File: src/rtl/nrf_pkg.sv
package nrf_pkg;
  typedef enum logic [1:0] {
    K_NONE   = 2'd0,
    K_COLOUR = 2'd1,
    K_BLANK  = 2'd2,
    K_HSYNC  = 2'd3
  } nib_kind_e;
endpackage

File: src/rtl/nrf_classify.sv
module nrf_classify
  import nrf_pkg::*;
#(
  parameter int NIB_W      = 4,
  parameter int PIX_W      = 3,
  parameter int HSYNC_CODE = 15
) (
  input  logic             valid,
  input  logic [NIB_W-1:0] code,
  output nib_kind_e        kind
);
  localparam logic [NIB_W-1:0] HS_CODE = NIB_W'(HSYNC_CODE);

  always_comb begin
    if (!valid)                         kind = K_NONE;
    else if (code[NIB_W-1:PIX_W] == '0) kind = K_COLOUR;
    else if (code == HS_CODE)           kind = K_HSYNC;
    else                                kind = K_BLANK;
  end
endmodule

File: src/rtl/nrf_edge.sv
module nrf_edge (
  input  logic clk,
  input  logic rst,
  input  logic level_in,
  output logic rise
);
  logic level_q;

  always_ff @(posedge clk) begin
    if (rst) level_q <= 1'b0;
    else     level_q <= level_in;
  end

  assign rise = level_in & ~level_q;


  rise_single_chk: assert property (@(posedge clk) disable iff (rst)
    rise |=> !rise);
endmodule

File: src/rtl/nrf_raster.sv
module nrf_raster
  import nrf_pkg::*;
#(
  parameter int H_ACTIVE = 240,
  parameter int V_ACTIVE = 160,
  localparam int COL_W = $clog2(H_ACTIVE + 1),
  localparam int LIN_W = $clog2(V_ACTIVE + 1)
) (
  input  logic             clk,
  input  logic             rst,
  input  nib_kind_e        kind,
  input  logic             frame_start,
  output logic [COL_W-1:0] col,
  output logic [LIN_W-1:0] line,
  output logic             in_area
);
  localparam logic [COL_W-1:0] H_LIM = COL_W'(H_ACTIVE);
  localparam logic [LIN_W-1:0] V_LIM = LIN_W'(V_ACTIVE);

  always_ff @(posedge clk) begin
    if (rst) begin
      col  <= '0;
      line <= V_LIM;
    end else begin
      if (kind == K_HSYNC)
        col <= '0;
      else if (kind == K_COLOUR && col != H_LIM)
        col <= col + 1'b1;

      if (frame_start)
        line <= '0;
      else if (kind == K_HSYNC && line != V_LIM)
        line <= line + 1'b1;
    end
  end

  assign in_area = (col < H_LIM) && (line < V_LIM);


  col_home_chk: assert property (@(posedge clk) disable iff (rst)
    (kind == K_HSYNC) |=> (col == '0));

  line_home_chk: assert property (@(posedge clk) disable iff (rst)
    frame_start |=> (line == '0));

  col_sat_chk: assert property (@(posedge clk) disable iff (rst)
    (col == H_LIM && kind != K_HSYNC) |=> (col == H_LIM));
endmodule

File: src/rtl/nibble_raster_fmt.sv
module nibble_raster_fmt
  import nrf_pkg::*;
#(
  parameter int NIB_W      = 4,
  parameter int PIX_W      = 3,
  parameter int HSYNC_CODE = 15,
  parameter int H_ACTIVE   = 240,
  parameter int V_ACTIVE   = 160
) (
  input  logic             clk,
  input  logic             rst,
  input  logic             nib_valid,
  input  logic [NIB_W-1:0] nib_data,
  input  logic             index_in,
  output logic             pix_ce,
  output logic [PIX_W-1:0] rgb,
  output logic             hsync,
  output logic             vsync,
  output logic             de
);
  localparam int COL_W = $clog2(H_ACTIVE + 1);
  localparam int LIN_W = $clog2(V_ACTIVE + 1);

  nib_kind_e        kind;
  logic             frame_start;
  logic             in_area;
  logic [COL_W-1:0] col;
  logic [LIN_W-1:0] line;

  nrf_classify #(.NIB_W(NIB_W), .PIX_W(PIX_W), .HSYNC_CODE(HSYNC_CODE)) u_cls (
    .valid(nib_valid), .code(nib_data), .kind(kind)
  );

  nrf_edge u_idx (
    .clk(clk), .rst(rst), .level_in(index_in), .rise(frame_start)
  );

  nrf_raster #(.H_ACTIVE(H_ACTIVE), .V_ACTIVE(V_ACTIVE)) u_pos (
    .clk(clk), .rst(rst), .kind(kind), .frame_start(frame_start),
    .col(col), .line(line), .in_area(in_area)
  );

  always_ff @(posedge clk) begin
    if (rst) begin
      pix_ce <= 1'b0;
      rgb    <= '0;
      hsync  <= 1'b0;
      vsync  <= 1'b0;
      de     <= 1'b0;
    end else begin
      pix_ce <= (kind == K_COLOUR);
      rgb    <= (kind == K_COLOUR) ? nib_data[PIX_W-1:0] : '0;
      hsync  <= (kind == K_HSYNC);
      vsync  <= frame_start;
      de     <= (kind == K_COLOUR) && in_area;
    end
  end


  de_needs_pce_chk: assert property (@(posedge clk) disable iff (rst)
    de |-> pix_ce);

  hsync_quiet_chk: assert property (@(posedge clk) disable iff (rst)
    hsync |-> (!pix_ce && !de && rgb == '0));

  vsync_single_chk: assert property (@(posedge clk) disable iff (rst)
    vsync |=> !vsync);

  colour_latency_chk: assert property (@(posedge clk) disable iff (rst)
    (nib_valid && nib_data[NIB_W-1:PIX_W] == '0) |=> (pix_ce && rgb == $past(nib_data[PIX_W-1:0])));
endmodule

File: config.mk
export PLATFORM = sky130hd
export DESIGN_NAME = nibble_raster_fmt
export DESIGN_NICKNAME = d
export VERILOG_FILES = /design/src/rtl/nrf_pkg.sv /design/src/rtl/nrf_classify.sv /design/src/rtl/nrf_edge.sv /design/src/rtl/nrf_raster.sv /design/src/rtl/nibble_raster_fmt.sv
export SDC_FILE = /design/constraint.sdc
export NUM_CORES = 1
export LEC_CHECK = 0
export ABC_CLOCK_PERIOD_IN_PS = 3450
export BUFFER_PORTS_ARGS = -buffer_cell sky130_fd_sc_hd__buf_2
export CORE_ASPECT_RATIO = 2
export CORE_UTILIZATION = 25
export CTS_CLUSTER_DIAMETER = 200
export DETAILED_ROUTE_END_ITERATION = 8
export SLEW_MARGIN = 15
export SYNTH_ARGS = -nofsm -noshare
export SYNTH_HDL_FRONTEND = slang
export SYNTH_SLANG_ARGS = --single-unit
export TNS_END_PERCENT = 100
File: constraint.sdc
create_clock -name clk -period 3.45 [get_ports clk]
set_input_delay 0.8625 -clock clk [delete_from_list [all_inputs] [get_ports clk]]
set_output_delay 0.8625 -clock clk [all_outputs]
set_load 0.005 [all_outputs]
# Yosys cells after proc, flatten, opt, wreduce, memory -nomap -nowiden
# Cells that the tools add are included.
[op_classes] add_sub_neg=2 magnitude_cmp=2 eq_ne=5 n_mux=5 bitwise=3 n_reduce_logical=8
[ops] cell="8-bit by 1-bit adder with 8-bit output, second input constant" count=2
[ops] cell="8-bit < comparator, second input constant" count=2
[ops] cell="8-bit two-way mux" count=2
[ops] cell="8-bit inequality test, second input constant" count=2
[ops] cell="2-bit OR reduction" count=3
[ops] cell="4-bit == test, second input constant" count=1
[ops] cell="1-bit logical AND" count=4
[ops] cell="2-bit two-way mux" count=2
[ops] cell="2-bit by 1-bit == test with 1-bit output, second input constant" count=1
[ops] cell="2-bit == test, second input constant" count=1
[ops] cell="1-bit NOT" count=2
[ops] cell="2-bit nonzero test" count=1
[ops] cell="1-bit AND" count=1
[ops] cell="1-bit two-way mux" count=1
[totals] reg_bits=24 in_bits=8

# Depth between registers and ports, before layout
# Gate-level depths: netlist (run 1).
[depth] depth_word=8 ltp_mapped=6

# Modules after synthesis
# From an unflattened synthesis (run 1), not the netlist that was laid out.
[unflattened] hier_cells=126 hier_area_um2=1146.1
[by_module_without_submodules] module="nrf_raster" n_inst=1 cells_each=106 area_each_um2=863.3
[by_module_without_submodules] module="nibble_raster_fmt" n_inst=1 cells_each=14 area_each_um2=216.5
[by_module_without_submodules] module="nrf_edge" n_inst=1 cells_each=3 area_each_um2=47.5
[by_module_without_submodules] module="nrf_classify" n_inst=1 cells_each=3 area_each_um2=18.8

# Worst setup path after synthesis (run 1)
# No wires, ideal clock.
[synth_timing] path_type="input to register" start="input port index_in" end="register u_pos.line[2]" t_arrival_ns=1.605 required_ns=3.359 slack_ns=1.754 cell_stages=4 cell_sequence="nor2b_1 > or2_2 > clkbuf_1 > a311oi_1"
[synth_via] elab_chain_len=2
[synth_lines] element="start, declared" line="nibble_raster_fmt.sv:14" text="input logic index_in,"
[synth_lines] element="1-bit AND" line="nrf_edge.sv:14" text="assign rise = level_in & ~level_q;"
[synth_lines] element="2-bit OR reduction (no source line)"
[synth_lines] element="end signal, assigned" line="nrf_raster.sv:33" text="line <= line + 1'b1;"
[synth_lines] element="end, declared" line="nrf_raster.sv:14" text="output logic [LIN_W-1:0] line,"
# No other way between the ends.
# A chain may end at the register's enable or synchronous reset.

# Worst setup path in the final report (run 1)
[layout_timing] start="input port nib_data[3]" end="register u_pos.col[0]"
[layout_via] elab_chain_len=6 elab_cells_between_ends=8
[layout_lines] element="start, declared" line="nibble_raster_fmt.sv:13" text="input logic [NIB_W-1:0] nib_data,"
[layout_lines] element="4-bit == test" line="nrf_classify.sv:17" text="else if (code == HS_CODE) kind = K_HSYNC;"
[layout_lines] element="1-bit two-way mux" line="nrf_classify.sv:17"
[layout_lines] element="2-bit two-way mux *" line="nrf_classify.sv:16" text="else if (code[NIB_W-1:PIX_W] == '0) kind = K_COLOUR;"
[layout_lines] element="2-bit two-way mux *" line="nrf_classify.sv:15" text="if (!valid) kind = K_NONE;"
[layout_lines] element="2-bit == test / 2-bit by 1-bit == test with 1-bit output (equally long branches)" line="nrf_raster.sv:25, nrf_raster.sv:27"
[layout_lines] element="2-bit OR reduction (no source line) / 1-bit logical AND (equally long branches)"
[layout_lines] element="end signal, assigned" line="nrf_raster.sv:28" text="col <= col + 1'b1;"
[layout_lines] element="end, declared" line="nrf_raster.sv:13" text="output logic [COL_W-1:0] col,"
# Every way passes the cells marked *; elsewhere a longest branch is shown, timed or not.

==> impl_metrics.csv, run 1 <==
group,metric,value,unit
worst_setup_path,arrival,1.75,ns
floorplanning,io_pins,15,
cts,cts_sinks,24,
final_layout,syn_to_final_growth,16.88,%
final_layout,antennaDiodeCount,0,
place,gp_congestion,0.8598,
timing,finalHoldViolations,0,
synth,synth_cells,116,
routing,drcViolationCount,0,
synth,syn_avg_cell_area,9.136,sq um
routing,drt-vias-per-instance,4.478,
timing,slew_headroom,0.6987,
timing,fmax,0.6230,GHz
timing,hold_ws,0.4119,ns
timing,setup_violations,0,
flow_run,max_cap_violations,0,
global_routing,grt_max_degree,14,
global_routing,grt-ovfl-total,0,
timing,final-max-slew-violation-count,0,
synth,synth.cell_area,1060,sq um
routing,initialDrtViolationCount,11,
final_layout,drive_gt1_frac,0.1818,
synth,ys_ff_latch,24,
final_layout,final_cell_area,1239,sq um
routing,drt_first_pass_iters,6,
timing,skew,0.001819,ns
floorplanning,rows,33,
worst_setup_path,ff2ff_path_depth,6,
worst_setup_path,r2r_end,"u_pos.line[1]$_SDFFE_PP0P_",
cts,ctsResizeCount,0,
status,status,"finished clean",
hold_path,hold_path.class,"register to register",
worst_setup_path,critPathLaunchType,"input pin",
place,dpl.hpwl,1.832,mm
final_layout,nets,145,
global_routing,antenna_found_initial,0,
worst_setup_path,critPathLaunch,"nib_data[3]",
final_layout,multiInputGateArea,545.5,sq um
power_and_ir_drop,leakage,0.0004655,uW
worst_setup_path,r2r_start,"u_pos.line[0]$_SDFFE_PP0P_",
synth,ys_warn_count,0,
place,place_area,1184,sq um
final_layout,fillers,439,
synth,yosys.cell_types.count,31,
global_routing,grt_first_pass_wirelength,3.408,mm
floorplanning,die-area,4519,sq um
worst_setup_path,path_max_fanout,8,
hold_path,holdPathStages,1,
place,io_buffer_count,14,
cts,cts_max_level,1,
synth,ys_seq_area_frac,0.4534,
hold_path,hold_path_end,"vsync$_SDFF_PP0_",
cts,cts_tree,"done",
worst_setup_path,crit_required,3.60,ns
timing,tns,0,ns
power_and_ir_drop,vdd_ir_drop_max,0.1642,mV
final_layout,final-seq-area,480.5,sq um
routing,vias,824,
floorplanning,die_h,94.08,um
synth,syn-num-nets,128,
routing,avgRoutedWirePerCell,12.23,um
global_routing,grt_pass1_vias,816,
timing,worst_pin_slew,0.4509,ns
floorplanning,die_width,48.04,um
cts,cts_hold_buf,0,
cts,root_buffer,"clkbuf_8",
routing,wl,2.250,mm
worst_setup_path,regToRegSetupSlack,1.98,ns
floorplanning,initial_core_util,0.2593,
timing,post-route-period-util,0.4652,
worst_setup_path,worst_setup_path_end_kind,"register",
power_and_ir_drop,p_per_area,410.1,nW/um^2
cts,clkTransAtPathRegs,0.08,ns
timing,min_period,1.605,ns
cts,max-clock-path-buffers,2,
cts,insertion_delay,0.26,ns
floorplanning,coreArea,4088,sq um
cts,post_cts_buffers,0,
cts,numCtsBuffers,3,
hold_path,min_from,"u_idx.level_q$_SDFF_PP0_",
timing,rsz0062_at_grt,"no",
routing,ant_nets,0,
worst_setup_path,setup.worst_path.class,"input pin to register",
global_routing,grt_use_total,0.1053,
power_and_ir_drop,p_total,508.0,uW
-- cells in the final DEF (no fill, tap or decap), types with 2 or more instances in the layout --
master | synthesis | layout
nand4_1 | 4 | 4
buf_2 | 0 | 14
nand2_1 | 8 | 8
o21bai_1 | 2 | 2
nor2_1 | 15 | 15
nor4_2 | 2 | 2
and2_1 | 3 | 3
inv_1 | 6 | 6
ha_1 | 4 | 4
nor2b_1 | 3 | 3
xnor2_1 | 8 | 8
clkbuf_8 | 0 | 4
nor3_1 | 4 | 4
a21oi_1 | 3 | 3
dfxtp_1 | 24 | 24
and3_1 | 3 | 3
nand3_1 | 5 | 5
o21ai_0 | 4 | 4
nand2b_1 | 2 | 2
xor2_1 | 3 | 3
-- cell families (layout without fill, tap and decap cells) --
group / Yosys count / count (layout) / share of synthesized area
and+or+nand+nor: 56 / 56 / 0.2963
muxes: 1 / 1 / 0.009445
xor gates and xnor gates: 11 / 11 / 0.09092
adders and majority gates: 4 / 4 / 0.04723
AOI/OAI and AO/OA: 12 / 12 / 0.07084
DFF: 24 / 24 / 0.4534
buffers and inverters: 8 / 24 / 0.03187
-- area by class of cell --
type | count | share of cell area
Multi-Input combinational cell | 84 | 0.4404
Sequential cell | 24 | 0.3879
Timing Repair Buffer | 14 | 0.05657
Tap cell | 52 | 0.05253
Clock buffer | 4 | 0.04444
Inverter | 6 | 0.01818
-- per-stage QoR --
step | setup slack [ns] | utilization | cells
final | 1.845 | 0.3030 | 184
after detailed placement | 1.567 | 0.2896 | 180
after floorplan | 1.754 | - | 116
after global placement | 1.585 | 0.2896 | 180
after global routing | 1.743 | 0.3030 | 184
after CTS | 1.837 | 0.3030 | 184
-- registers in the layout (all words and copies together), names as in the netlist --
| register | count |
|---|---|
| de | 1 |
| hsync | 1 |
| pix_ce | 1 |
| rgb | 3 |
| u_idx.level_q | 1 |
| u_pos.col | 8 |
| u_pos.line | 8 |
| vsync | 1 |
-- worst max-delay path, cell delays in order --
cell and delay, ns:
buf_2 0.13, nand3_1 0.15, or2_1 0.29, nand2b_1 0.23
nor2_1 0.08
-- worst max path at each step --
stage / endpoint / slack [ns] / cells after the start
global route: u_pos.col[5]$_SDFFE_PP0P_ / 1.74 / 5
floorplan: u_pos.line[2]$_SDFFE_PP0P_ / 1.75 / 4
CTS: u_pos.col[0]$_SDFFE_PP0P_ / 1.84 / 5
finish: u_pos.col[0]$_SDFFE_PP0P_ / 1.84 / 5
global placement: u_pos.col[5]$_SDFFE_PP0P_ / 1.59 / 5
detailed placement: u_pos.col[5]$_SDFFE_PP0P_ / 1.57 / 5
-- cells in the mapped netlist --
cell type,instances,area (sq um)
dfxtp_1,24,480.5
nor2_1,15,56.30
nand2_1,8,30.03
xnor2_1,8,70.07
inv_1,6,22.52
nand3_1,5,25.02
ha_1,4,50.05
nand4_1,4,25.02
nor3_1,4,20.02
o21ai_0,4,20.02
a21oi_1,3,15.01
and2_1,3,18.77
and3_1,3,18.77
nor2b_1,3,18.77
xor2_1,3,26.28
nand2b_1,2,12.51
nor4_2,2,25.02
o21bai_1,2,15.01
a311oi_1,1,8.760
a31oi_1,1,6.260
and4b_2,1,11.26
and4bb_2,1,12.51
buf_4,1,7.510
clkbuf_1,1,3.750
mux2i_1,1,10.01
nand3b_1,1,7.510
nand4_2,1,12.51
nor3b_1,1,7.510
o311a_1,1,10.01
or2_1,1,6.260
or2_2,1,6.260
-- report_power, final --
part           total (uW)  leakage [uW]  internal [uW]  switching (uW)
combinational        35.2      0.000242           15.6            19.6
clock                 185     0.0000288            102            83.0
sequential            288      0.000195            283            4.95
-- per-layer routing --
| metal | global-route usage | up-vias | wire length [um] |
|---|---|---|---|
| li1 | - | 428 | - |
| met1 | 0.08009 | 366 | 797 |
| met2 | 0.2173 | 21 | 1317 |
| met3 | 0.01154 | 9 | 38 |
| met4 | 0.05324 | 0 | 97 |
| met5 | 0 | - | 0 |
Power figures use the tool's default switching activity.
==> inputs of run 2 (changes only) <==
Settings changed: ABC_CLOCK_PERIOD_IN_PS 3450 to 1300.
Clock period 3.45 ns to 1.3 ns, I/O delays scaled along.
==> run 2 against run 1 <==
Net effect:
- setup slack worse by 1.8 ns
- hold slack worse by 0.12 ns
- sequential share of layout area is 5.7 points lower
- clock skew is 0.0014 ns higher
- clock power grew to 3.5 times the previous value
- sequential power grew to 2.7 times the previous value
- non-clock buffer count is 18 higher
- critical path depth is 1 higher
- core utilization is 5.6 points higher
- final cell count is 9.8% higher
- die area stayed put
- critical endpoint unchanged
- largest cell class unchanged
- largest power group unchanged
==> impl_metrics.csv, run 2 (same netlist as run 1, synthesis figures left out) <==
group,metric,value,unit
power_and_ir_drop,p_total,1545,uW
worst_setup_path,cp_slowest_cell,"o311a_4",
hold_path,hold_path.class,"input pin to register",
floorplanning,die-area,4519,sq um
routing,drt_first_pass_iters,4,
worst_setup_path,arrival,1.44,ns
final_layout,syn_to_final_growth,38.49,%
routing,vias,892,
power_and_ir_drop,vdd_ir_drop_max,0.7062,mV
cts,clkTransAtPathRegs,0.08,ns
final_layout,drive_gt1_frac,0.4067,
timing,finalHoldViolations,0,
cts,cts_sinks,24,
cts,root_buffer,"clkbuf_8",
worst_setup_path,cp_cell_sequence,"inv_2, ha_4, nand2b_4, o311a_4, xnor2_1, nor2_1",
global_routing,grt-ovfl-total,0,
timing,tns,0,ns
power_and_ir_drop,p_per_area,1053,nW/um^2
worst_setup_path,critPathLaunchType,"register",
final_layout,final_cell_area,1468,sq um
global_routing,grt_first_pass_wirelength,3.553,mm
place,gp_congestion,0.7582,
routing,drcViolationCount,0,
final_layout,antennaDiodeCount,0,
floorplanning,io_pins,15,
power_and_ir_drop,leakage,0.0005720,uW
timing,post-route-period-util,0.9843,
worst_setup_path,crit_required,1.46,ns
final_layout,final_cell_mix,"20 x dfxtp_1, 18 x buf_4, 14 x nor2_1, 14 x buf_2",
final_layout,layout_commonest_cell,"dfxtp_1",
floorplanning,initial_core_util,0.2593,
timing,slew_headroom,0.7131,
timing,hold_ws,0.2969,ns
global_routing,grt_use_total,0.1125,
cts,max-clock-path-buffers,2,
status,status,"finished clean",
floorplanning,coreArea,4088,sq um
routing,avgRoutedWirePerCell,11.52,um
final_layout,nets,163,
global_routing,grt_max_degree,15,
final_layout,top_regs,"u_pos.col: 8 flops, u_pos.line: 8 flops, rgb: 3 flops",
global_routing,antenna_found_initial,0,
routing,wl,2.327,mm
worst_setup_path,setup.worst_path.class,"register to register",
timing,fmax,0.7815,GHz
flow_run,max_cap_violations,0,
cts,numCtsBuffers,3,
timing,rsz0062_at_grt,"yes",
timing,final-max-slew-violation-count,0,
worst_setup_path,cpPeakStageDelay,0.36,ns
routing,initialDrtViolationCount,20,
place,dpl.hpwl,1.845,mm
timing,worst_pin_slew,0.4294,ns
floorplanning,rows,33,
worst_setup_path,worst_setup_path_end_kind,"register",
cts,cts_max_level,1,
global_routing,grt_pass1_vias,874,
place,io_buffer_count,14,
place,place_area,1305,sq um
worst_setup_path,path_max_fanout,4,
final_layout,fillers,418,
routing,drt-vias-per-instance,4.416,
floorplanning,die_width,48.04,um
floorplanning,die_h,94.08,um
routing,ant_nets,0,
cts,insertion_delay,0.27,ns
timing,setup_violations,0,
timing,min_period,1.280,ns
cts,cts_tree,"done",
timing,skew,0.003179,ns
-- run 2: area by class of cell --
cell class	count	area, sq um	share of cell area
Inverter	6	22.52	0.01535
Clock inverter	1	30.03	0.02046
Tap cell	52	65.06	0.04433
Multi-Input combinational cell	84	618.1	0.4211
Clock buffer	3	41.29	0.02813
Sequential cell	24	485.5	0.3308
Timing Repair Buffer	32	205.2	0.1398
-- run 2: worst paths after layout --
check,endpoint,startpoint,cells after the start,slack [ns]
setup / recovery,u_pos.col[0]$_SDFFE_PP0P_,u_pos.col[1]$_SDFFE_PP0P_,6,0.02
hold / removal,rgb[0]$_SDFF_PP0_,nib_data[0],2,0.30
setup reg to reg,u_pos.col[0]$_SDFFE_PP0P_,u_pos.col[1]$_SDFFE_PP0P_,6,0.02
hold reg to reg,vsync$_SDFF_PP0_,u_idx.level_q$_SDFF_PP0_,1,0.42
-- run 2: per-layer routing --
layer | global-route usage | up-vias | part of all wire
met5 | 0 | - | 0
met4 | 0.05556 | 0 | 0.020
met3 | 0.01154 | 4 | 0.019
met2 | 0.2320 | 15 | 0.61
met1 | 0.08696 | 409 | 0.35
li1 | - | 464 | -
-- run 2: metrics by stage --
stage / utilization / std cells / setup WS, ns
global route: 0.3590 / 202 / -0.1006
CTS: 0.3379 / 200 / 0.01963
floorplan: - / 116 / 0.01818
global placement: 0.3193 / 196 / -0.01861
detailed placement: 0.3193 / 196 / -0.05957
finish: 0.3590 / 202 / 0.02045
-- run 2: worst max-delay path, delay by kind of cell (launching register included) --
kind / cells / cell delay, ns
adder cells (fa/ha/maj): 1 / 0.14
buffers and inverters: 1 / 0.07
XOR/XNOR: 1 / 0.14
AND/OR/NAND/NOR: 2 / 0.11
AO/OA/AOI/OAI: 1 / 0.36
flip-flops: 1 / 0.35
-- run 2: timing repair --
item | 4_1_cts | 5_1_grt
setup buffers | 0 | 2
gates cloned | 0 | 0
pin swaps | 0 | 6
hold buffers | 0 | 0
gates resized for setup | 3 | 20
setup endpoints to repair | 3 | 12
-- run 2: report_power, final --
part           internal [uW]  switching (uW)  total [uW]
Sequential               753            14.1         767
Clock                    412             235         647
Combinational           68.5            63.3         132
